$ cat config.mk
export PLATFORM = sky130hd
export DESIGN_NAME = pix_share_arb
export DESIGN_NICKNAME = d
export VERILOG_FILES = /design/src/rtl/pix_share_pkg.sv /design/src/rtl/pix_share_prio.sv /design/src/rtl/pix_share_fwd.sv /design/src/rtl/pix_glyph_lookup.sv /design/src/rtl/pix_share_arb.sv
export SDC_FILE = /design/constraint.sdc
export NUM_CORES = 1
export LEC_CHECK = 0
export BUFFER_PORTS_ARGS = -buffer_cell sky130_fd_sc_hd__buf_2
export CAP_MARGIN = 5
export CORE_AREA = 2 2 58 60
export DETAILED_ROUTE_END_ITERATION = 8
export DIE_AREA = 0 0 60 62
export GPL_TIMING_DRIVEN = 0
export PLACE_DENSITY = 0.92
export SYNTH_ARGS = -nofsm -noshare
export SYNTH_HDL_FRONTEND = slang
export SYNTH_SLANG_ARGS = --single-unit
$ cat constraint.sdc
create_clock -name vclk -period 3.5
set_clock_uncertainty 0.2 [all_clocks]
set_input_delay 0.175 -clock vclk [all_inputs]
set_output_delay 0.175 -clock vclk [all_outputs]
set_load 0.05 [all_outputs]
$ cat src/rtl/pix_share_pkg.sv
// Shared types and widths for the pixel lookup arbiter.
// Assumes: coordinates are unsigned; one colour bit per channel.
package pix_share_pkg;
    localparam int COORD_W = 12;
    localparam int CODE_W  = 8;
    localparam int CELL_W  = 3;   // log2 of glyph cell size (8x8)

    typedef struct packed {
        logic                valid;
        logic [COORD_W-1:0]  x;
        logic [COORD_W-1:0]  y;
        logic [CODE_W-1:0]   code;
    } pix_req_t;

    typedef struct packed {
        logic r;
        logic g;
        logic b;
    } pix_rgb_t;
endpackage

$ cat src/rtl/pix_share_prio.sv
// Fixed-priority picker: grants the lowest-indexed valid request.
// Assumes: nothing about how many requests are valid.
module pix_share_prio #(
    parameter int N     = 4,
    parameter int IDX_W = (N > 1) ? $clog2(N) : 1
) (
    input  logic [N-1:0]     valid_in,
    output logic [N-1:0]     grant_out,
    output logic [IDX_W-1:0] sel_idx,
    output logic             any_valid
);
    // Scan from the top down so the lowest valid index is written last.
    always_comb begin
        grant_out = '0;
        sel_idx   = '0;
        for (int i = N - 1; i >= 0; i--) begin
            if (valid_in[i]) begin
                grant_out    = '0;
                grant_out[i] = 1'b1;
                sel_idx      = IDX_W'(i);
            end
        end
    end

    // Any request present at all.
    assign any_valid = |valid_in;

    // Guard the grant shape against the request vector.
    always_comb begin

        grant_onehot_chk: assert ($onehot0(grant_out));

        grant_empty_chk: assert ((grant_out == '0) == (valid_in == '0));
    end
endmodule

$ cat src/rtl/pix_share_fwd.sv
// Forwards the selected port's request to the shared lookup.
// Assumes: sel_idx is in range; valid output drops when nothing is requested.
module pix_share_fwd
    import pix_share_pkg::*;
#(
    parameter int N     = 4,
    parameter int IDX_W = (N > 1) ? $clog2(N) : 1
) (
    input  logic [N-1:0][COORD_W-1:0] req_x,
    input  logic [N-1:0][COORD_W-1:0] req_y,
    input  logic [N-1:0][CODE_W-1:0]  req_code,
    input  logic [IDX_W-1:0]          sel_idx,
    input  logic                      any_valid,
    output pix_req_t                  shared_req
);
    // Build the single request seen by the lookup.
    always_comb begin
        shared_req.valid = any_valid;
        shared_req.x     = req_x[sel_idx];
        shared_req.y     = req_y[sel_idx];
        shared_req.code  = req_code[sel_idx];
    end
endmodule

$ cat src/rtl/pix_glyph_lookup.sv
// Stateless test glyph lookup with 8x8 cells.
// Pixel is lit when code bit (x[2:0] ^ y[2:0]) is set; all channels equal.
// Assumes: CODE_W covers 2**CELL_W bit positions.
module pix_glyph_lookup
    import pix_share_pkg::*;
(
    input  pix_req_t req,
    output pix_rgb_t pixel
);
    logic [CELL_W-1:0] bit_sel;
    logic              lit;

    // Cell column and row combine into one code-bit index.
    assign bit_sel = req.x[CELL_W-1:0] ^ req.y[CELL_W-1:0];

    // Select the glyph bit; black when no request is present.
    always_comb begin
        lit     = req.valid & req.code[bit_sel];
        pixel.r = lit;
        pixel.g = lit;
        pixel.b = lit;
    end
endmodule

$ cat src/rtl/pix_share_arb.sv
// Top: lets N pixel clients share one glyph lookup.
// Picks the lowest valid port, forwards it, returns the pixel to it only.
// Assumes: at most one client valid in normal use; losers read black.
module pix_share_arb
    import pix_share_pkg::*;
#(
    parameter int N = 4
) (
    input  logic [N-1:0]              req_valid,
    input  logic [N-1:0][COORD_W-1:0] req_x,
    input  logic [N-1:0][COORD_W-1:0] req_y,
    input  logic [N-1:0][CODE_W-1:0]  req_code,
    output logic [N-1:0][2:0]         port_rgb,
    output logic [N-1:0]              grant,
    output logic                      none_valid
);
    localparam int IDX_W = (N > 1) ? $clog2(N) : 1;

    logic [IDX_W-1:0] sel_idx;
    logic             any_valid;
    pix_req_t         shared_req;
    pix_rgb_t         shared_pix;

    pix_share_prio #(.N(N), .IDX_W(IDX_W)) u_prio (
        .valid_in  (req_valid),
        .grant_out (grant),
        .sel_idx   (sel_idx),
        .any_valid (any_valid)
    );

    pix_share_fwd #(.N(N), .IDX_W(IDX_W)) u_fwd (
        .req_x      (req_x),
        .req_y      (req_y),
        .req_code   (req_code),
        .sel_idx    (sel_idx),
        .any_valid  (any_valid),
        .shared_req (shared_req)
    );

    pix_glyph_lookup u_glyph (
        .req   (shared_req),
        .pixel (shared_pix)
    );

    // Flag the empty case for the clients.
    assign none_valid = ~any_valid;

    // Return path: only the granted port sees the shared pixel.
    for (genvar p = 0; p < N; p++) begin : g_ret
        always_comb begin
            port_rgb[p] = grant[p] ? {shared_pix.r, shared_pix.g, shared_pix.b} : 3'b000;
        end

        // Check each return lane against the grant.
        always_comb begin

            loser_black_chk: assert (grant[p] || port_rgb[p] == 3'b000);

            chan_equal_chk: assert (port_rgb[p] == 3'b000 || port_rgb[p] == 3'b111);
        end
    end

    // Empty-request check across all lanes.
    always_comb begin

        idle_black_chk: assert (!none_valid || port_rgb == '0);
    end
endmodule

==> out/results.txt, run 1 <==
status - completed
routed len/inst - 12.4 µm
Worst Hold Endpoint - grant[1]
pwr/cell area - 193 nW/µm²
global placer's final weighted congestion - 0.853
worst-path cell chain - buf_2, buf_6, o211ai_4, mux2i_1, mux2_4, a2111o_1, nand4_2, and2_1, buf_4, buf_2
synth unique cells - 37
Crit path arrival time - 2.20 ns
critical path class - in2out
share of the synthesized area in the top cell type - 0.136
critical path peak fanout - 10
# IOs - 149
post-synthesis xor/xnor area fraction - 0.136
RSZ-0062 raised after global routing - no
main combinational cell family by area after synthesis - compound AO/OA/AOI/OAI gates
min Tclk post-route - 2.58 ns
Worst Hold Depth - 3
most used cell, CP - buf_2
via count - 1011
dpl hpwl - 2.34 mm
synthesized area - 772 µm²
wirelength, routed - 2.68 mm
top-count cell post-synth - xor2_1
fmax - 388 MHz
Synth-to-Final Area Change - 56.7%
drt first-iter violations - 40
sequential area share after synthesis - 0
Max Cap Violations - 0
final core utilization - 0.381
synth cell count leaders - 12 x xor2_1, 9 x buf_4, 8 x nand2_1, 8 x o21ai_0, 6 x mux2i_1
gr usage total - 0.138
clock buffers - 0
final hold vios - 0
post-route ant nets - 0
Port Buffer Count - 76
Slew HR - 0.712
largest area contributor in the netlist - xor2_1
fraction of the mapped netlist area in compound gates - 0.413
Die ar. - 3720 µm²
DRC viols - 0
final period utilization - 0.737
Filler cells - 351
Post-Synth Simple-Gate Area - 0.177
global route overflow - 0
Critical Path Max Stage Delay - 0.35 ns
core box area - 3180 µm²
worst hold start - req_valid[0]
first-pass GRT wire length - 3.95 mm
total negative slack - 0 ns
Antenna Cells - 0
layout cells sized above 1 - 0.624
Initial Utilization - 0.243
Logic pwr share - 1.000
NetSw - 0.138 mW
register area - 0 µm²
Via-to-Cell Ratio - 4.68
Pint - 0.0957 mW
CTS resizes - 0
clock power share - 0
DIE WIDTH - 60 µm
sw frac - 0.591
largest net degree at the start of global routing - 11
Syn Nets - 226
Synth Area per Inst - 8.21 µm²
pins over their slew limit - 0
Synth Area in Adders - 0
Leak - 0.654 nW
Nets - 304
vias in the first global route - 882
Hold Path Class - in2out
initial antenna violation count - 0
endpoints failing setup - 0
worst vdd ir - 0.0574 mV
Syn Inst Count - 94
Pre-antenna DRT Iters - 4
post-cts hold buffer count - 0
Setup crit end kind - primary output
Worst Tran Pin Value - 0.432 ns
CP Launch Type - input pin
CP Data Required Time - 3.12 ns
Seq Cell Count - 0
Seq pwr share - 0
Critical-path top delay cell - a2111o_1
# rows - 21
multi-input logic area - 647 µm²
postcts setup bufs - 0
largest cells by area after synthesis - xor2_1 14%, buf_4 8.8%, mux2i_1 7.8%, o21ai_0 5.2%, a221oi_2 3.9%
Die Span Y - 62 µm
synth warn - 0
post-synthesis mux area share - 0.112
## area by class of cell
type | instances | area share
inverters | 3 | 0.0228
repair buffers | 76 | 0.314
well taps | 46 | 0.0476
multi-input cells | 78 | 0.535
plain buffers | 13 | 0.0807
## critical path, delay by kind of cell
family,cells,cell delay (ns)
simple gates,2,0.32
buf+inv,4,0.60
mux,2,0.44
compound gates,2,0.64
## placed cells by master (no fill, tap or decap), drive strengths merged
| cell | instances |
|---|---|
| a2111o | 2 |
| a211oi | 2 |
| a21oi | 3 |
| a221o | 2 |
| a221oi | 4 |
| and2 | 4 |
| buf | 88 |
| bufinv | 1 |
| clkbuf | 1 |
| inv | 2 |
| mux2 | 2 |
| mux2i | 6 |
| nand2 | 8 |
| nand2b | 1 |
| nand4 | 1 |
| nor2 | 2 |
| nor2b | 2 |
| nor3 | 3 |
| nor4 | 1 |
| o2111ai | 2 |
| o211ai | 1 |
| o21a | 2 |
| o21ai | 9 |
| o21bai | 1 |
| o221a | 2 |
| o22ai | 4 |
| o32a | 1 |
| or2 | 1 |
| xor2 | 12 |
## worst max path at each step
stage / start / end / slack [ns] / depth (start not counted)
after floorplan: req_valid[1] / port_rgb[7] / 0.42 / 8
after global placement: req_valid[2] / port_rgb[7] / 0.93 / 10
after detailed placement: req_valid[2] / port_rgb[11] / 0.90 / 10
after CTS: req_valid[2] / port_rgb[11] / 0.89 / 10
after global routing: req_valid[2] / port_rgb[10] / 0.75 / 10
final: req_valid[2] / port_rgb[11] / 0.92 / 10
## power groups by stage
stage / clock, mW / combinational, mW / sequential [mW]
6_report: 0 / 0.234 / 0
5_1_grt: 0 / 0.252 / 0
4_1_cts: 0 / 0.235 / 0
3_5_place_dp: 0 / 0.235 / 0
3_3_place_gp: 0 / 0.230 / 0
2_1_floorplan: 0 / 0.164 / 0
## metrics by stage
step | setup WS, ns | power [mW] | hold slack (ns) | cell area, µm² | instances
3_3_place_gp | 0.930 | 0.230 | 0.561 | 1210 | 216
3_5_place_dp | 0.898 | 0.235 | 0.562 | 1210 | 216
4_1_cts | 0.889 | 0.235 | 0.563 | 1210 | 216
2_1_floorplan | 0.416 | 0.164 | 0.317 | 772 | 94
6_report | 0.920 | 0.234 | 0.562 | 1210 | 216
5_1_grt | 0.751 | 0.252 | 0.580 | 1210 | 216
## cells by family (layout without fill, tap and decap cells)
| kind of cell | after synthesis | count (layout) |
|---|---|---|
| compound gates | 35 | 35 |
| buf+inv | 16 | 92 |
| mux | 8 | 8 |
| simple gates | 23 | 23 |
| xor+xnor | 12 | 12 |
## metal layers
metal,vias to the layer above,global-route usage,routed length [µm]
met2,56,0.255,1280
met3,4,0.0104,246
met5,-,0,0
met4,0,0.0190,31
li1,506,-,-
met1,445,0.180,1120
(Power assumes the default switching activity.)
==> run 2, diff against run 1 <==
--- a/config.mk
+++ b/config.mk
@@ -7,11 +7,11 @@
 export LEC_CHECK = 0
 export BUFFER_PORTS_ARGS = -buffer_cell sky130_fd_sc_hd__buf_2
 export CAP_MARGIN = 5
-export CORE_AREA = 2 2 58 60
+export CORE_MARGIN = 2
+export CORE_UTILIZATION = 27
 export DETAILED_ROUTE_END_ITERATION = 8
-export DIE_AREA = 0 0 60 62
 export GPL_TIMING_DRIVEN = 0
-export PLACE_DENSITY = 0.92
+export PLACE_DENSITY = 0.95
 export SYNTH_ARGS = -nofsm -noshare
 export SYNTH_HDL_FRONTEND = slang
 export SYNTH_SLANG_ARGS = --single-unit
==> constraint.sdc (replaced) <==
create_clock -name vclk -period 2.4
set_clock_uncertainty 0.2 [all_clocks]
set_input_delay 0.12 -clock vclk [all_inputs]
set_output_delay 0.12 -clock vclk [all_outputs]
set_load 0.05 [all_outputs]
==> out/results.txt, run 2 (synthesis gave the netlist of run 1 again) <==
endpoints failing setup - 0
uppermost layer routed - met4
via count - 1021
Seq Cell Count - 0
final core utilization - 0.504
Nets - 306
wirelength, routed - 2.75 mm
most used cell, CP - buf_8
gr usage total - 0.156
RSZ-0062 raised after global routing - yes
clock buffers - 0
Hold Path Class - in2out
post-route ant nets - 0
core box area - 2730 µm²
Synth-to-Final Area Change - 78.4%
DIE WIDTH - 57.5 µm
pwr/cell area - 301 nW/µm²
global route overflow - 0
pins over their slew limit - 0
Max Cap Violations - 0
worst slack, placed - -0.139 ns
routed len/inst - 13.6 µm
drt first-iter violations - 32
CP Launch Type - input pin
initial antenna violation count - 0
min Tclk post-route - 2.31 ns
Via-to-Cell Ratio - 5.03
dpl hpwl - 2.22 mm
CP delay by family, top - compound AO/OA/AOI/OAI gates
global placer's final weighted congestion - 0.845
worst-path cell chain - buf_6, buf_8, o211ai_4, mux2i_2, mux2i_1, a2111o_1, nand4_4, and2_4, buf_4, buf_8
worst vdd ir - 0.321 mV
Pre-antenna DRT Iters - 4
critical path class - in2out
wire length on met2 - 1.44 mm
largest net degree at the start of global routing - 11
setup ws final - 0.0927 ns
most frequent cells in the layout - 63 x buf_2, 12 x xor2_1, 9 x buf_8, 9 x buf_4
crit path buf inv count - 4
most common cell after layout, fill and taps aside - buf_2
# IOs - 149
vias in the first global route - 1024
Antenna Cells - 0
metal3 WL - 201 µm
# rows - 19
critical path peak fanout - 8
Leak - 0.707 nW
Critical Path Max Stage Delay - 0.40 ns
Port Buffer Count - 76
DRC viols - 0
register area - 0 µm²
Die Span Y - 57.5 µm
final period utilization - 0.961
DRT met1 WL - 1.09 mm
Crit path arrival time - 1.99 ns
Initial Utilization - 0.282
status - completed
final hold vios - 0
Slew HR - 0.752
Filler cells - 276
layout cells sized above 1 - 0.686
Die ar. - 3300 µm²
CP Data Required Time - 2.08 ns
Setup crit end kind - primary output
Worst Tran Pin Value - 0.372 ns
first-pass GRT wire length - 4.25 mm
Critical-path top delay cell - a2111o_1
fmax - 433 MHz
==> run 2: layout make-up <==
class / instances / area (µm²) / area share
Buffer: 13 / 121 / 0.0881
Inverter: 3 / 27.5 / 0.0200
Multi-Input combinational cell: 78 / 698 / 0.507
Tap cell: 31 / 38.8 / 0.0282
Timing Repair Buffer: 78 / 492 / 0.357
==> run 2: worst paths after layout <==
kind,slack [ns],endpoint,cells past startpoint,start
max,0.09,port_rgb[2],10,req_valid[2]
min,0.44,grant[1],3,req_valid[0]
==> run 2: power by group <==
group          switching (mW)  leakage (nW)  internal [mW]
clock                       0             0              0
sequential                  0             0              0
combinational           0.221         0.707          0.194
==> run 2: per-stage QoR <==
step | hold WS, ns | instance area, µm² | std cells | TNS [ns] | power, mW
global route | 0.459 | 1380 | 203 | -0.0286 | 0.444
finish | 0.445 | 1380 | 203 | 0 | 0.415
floorplan | 0.101 | 795 | 94 | 0 | 0.244
global placement | 0.437 | 1210 | 201 | -0.881 | 0.341
CTS | 0.444 | 1240 | 202 | -0.0211 | 0.356
detailed placement | 0.446 | 1210 | 201 | -1.05 | 0.343
==> run 2: routing by layer <==
layer	GRT usage	vias up
li1	-	515
met1	0.198	461
met2	0.287	43
met3	0.0249	2
met4	0.00664	0
met5	0	-
==> run 2: worst min-delay path: stages <==
cell and delay, ns:
buf_2 0.14, nor2b_4 0.06, buf_2 0.20
==> run 2: repair_timing <==
item	CTS	global route
hold buffers	0	0
setup endpoints to repair	12	12
pin swaps	1	6
setup buffers	1	1
gates resized for setup	9	38
==> run 3, diff against run 2 <==
--- a/config.mk
+++ b/config.mk
@@ -7,11 +7,12 @@
 export LEC_CHECK = 0
 export BUFFER_PORTS_ARGS = -buffer_cell sky130_fd_sc_hd__buf_2
 export CAP_MARGIN = 5
+export CELL_PAD_IN_SITES_DETAIL_PLACEMENT = 1
+export CELL_PAD_IN_SITES_GLOBAL_PLACEMENT = 2
 export CORE_MARGIN = 2
-export CORE_UTILIZATION = 27
+export CORE_UTILIZATION = 10
 export DETAILED_ROUTE_END_ITERATION = 8
-export GPL_TIMING_DRIVEN = 0
-export PLACE_DENSITY = 0.95
+export PLACE_DENSITY = 0.94
 export SYNTH_ARGS = -nofsm -noshare
 export SYNTH_HDL_FRONTEND = slang
 export SYNTH_SLANG_ARGS = --single-unit
==> out/results.txt, run 3 (synthesis gave the netlist of run 1 again) <==
pwr/cell area - 276 nW/µm²
# rows - 32
CP startpoint - req_valid[3]
cell total after placement - 271
global placer's final weighted congestion - 0.763
largest net degree at the start of global routing - 9
post-cts hold buffer count - 0
Synth-to-Final Area Change - 76.5%
post-route ant nets - 0
CP Depth - 10
Initial Utilization - 0.101
Leak - 0.659 nW
# IOs - 149
Non-Filler Instances - 272
drt first-iter violations - 26
vias in the first global route - 1048
wirelength, routed - 3.52 mm
endpoints failing setup - 0
most frequent cells in the layout - 65 x buf_2, 13 x buf_4, 12 x xor2_1
setup ws final - 0.0569 ns
Seq Cell Count - 0
fmax - 427 MHz
Crit path arrival time - 2.02 ns
Slew HR - 0.762
Pint - 0.159 mW
DIE WIDTH - 91.9 µm
routed len/inst - 12.9 µm
critical path peak fanout - 8
global route overflow - 0
RSZ-0062 raised after global routing - yes
Die Span Y - 91.9 µm
Logic pwr share - 1.000
dpl hpwl - 3.15 mm
Critical Path Max Stage Delay - 0.42 ns
initial antenna violation count - 0
DRC viols - 0
Hold Path Class - in2out
clock buffers - 0
worst-path cell chain - buf_2, buf_4, nand2b_4, a211oi_2, o32a_4, a221oi_2, a2111o_1, nand4_4, and2_2, clkbuf_4
CP Data Required Time - 2.08 ns
gr usage total - 0.0759
Via-to-Cell Ratio - 3.80
Port Buffer Count - 77
register area - 0 µm²
Die ar. - 8440 µm²
final period utilization - 0.976
CP delay by family, top - compound AO/OA/AOI/OAI gates
core box area - 7610 µm²
sw frac - 0.578
Seq pwr share - 0
crit path buf inv count - 3
Worst Tran Pin Value - 0.356 ns
critical path class - in2out
CP Launch Type - input pin
worst vdd ir - 0.0815 mV
NetSw - 0.217 mW
most common cell after layout, fill and taps aside - buf_2
min Tclk post-route - 2.34 ns
Setup crit end kind - primary output
layout cells sized above 1 - 0.694
Critical-path top delay cell - a2111o_1
Filler cells - 945
Pre-antenna DRT Iters - 4
multi-input logic area - 694 µm²
Nets - 304
CP Capture Point - port_rgb[2]
first-pass GRT wire length - 5.12 mm
Max Cap Violations - 0
worst slack, placed - 0.0142 ns
via count - 1034
pins over their slew limit - 0
status - completed
Hold WS - 0.485 ns
Antenna Cells - 0
final hold vios - 0
clock power share - 0
-- run 3: layout make-up --
class	count	area share
Multi-Input combinational cell	78	0.510
Inverter	3	0.0202
Tap cell	102	0.0937
Timing Repair Buffer	89	0.376
-- run 3: power by group through the flow --
stage	clock network, mW	logic [mW]	registers, mW
finish	0	0.376	0
floorplan	0	0.244	0
global route	0	0.403	0
detailed placement	0	0.349	0
CTS	0	0.350	0
global placement	0	0.342	0
-- run 3: stage by stage --
stage	TNS, ns	util	total power [mW]	instance area (µm²)
after floorplan	0	-	0.244	795
after global placement	0	0.170	0.342	1290
after detailed placement	0	0.170	0.349	1290
after CTS	0	0.170	0.350	1290
after global routing	-0.109	0.179	0.403	1360
final	0	0.179	0.376	1360
-- run 3: what timing repair did --
action	in CTS	in global routing
setup buffers	0	1
hold endpoints to repair	0	0
gates resized for setup	0	23
setup endpoints to repair	0	12
-- run 3: metal layers --
metal	global-route usage	part of all wire	vias to the layer above
met5	0	0	-
met4	0.00373	0.0045	0
met3	0.0214	0.083	2
met2	0.141	0.54	31
met1	0.0908	0.38	496
li1	-	-	505
-- run 3: how the worst min path moves through the flow --
| stage | start | end | slack [ns] | depth (start not counted) |
|---|---|---|---|---|
| 6_report | req_valid[2] | none_valid | 0.49 | 3 |
| 3_3_place_gp | req_valid[2] | none_valid | 0.45 | 3 |
| 3_5_place_dp | req_valid[2] | none_valid | 0.47 | 3 |
| 5_1_grt | req_valid[2] | none_valid | 0.51 | 3 |
| 2_1_floorplan | req_valid[0] | grant[1] | 0.10 | 1 |
| 4_1_cts | req_valid[2] | none_valid | 0.47 | 3 |
-- run 3: tightest hold or removal path: stages --
cell and delay, ns:
buf_2 0.16, nor4_1 0.08, buf_2 0.20
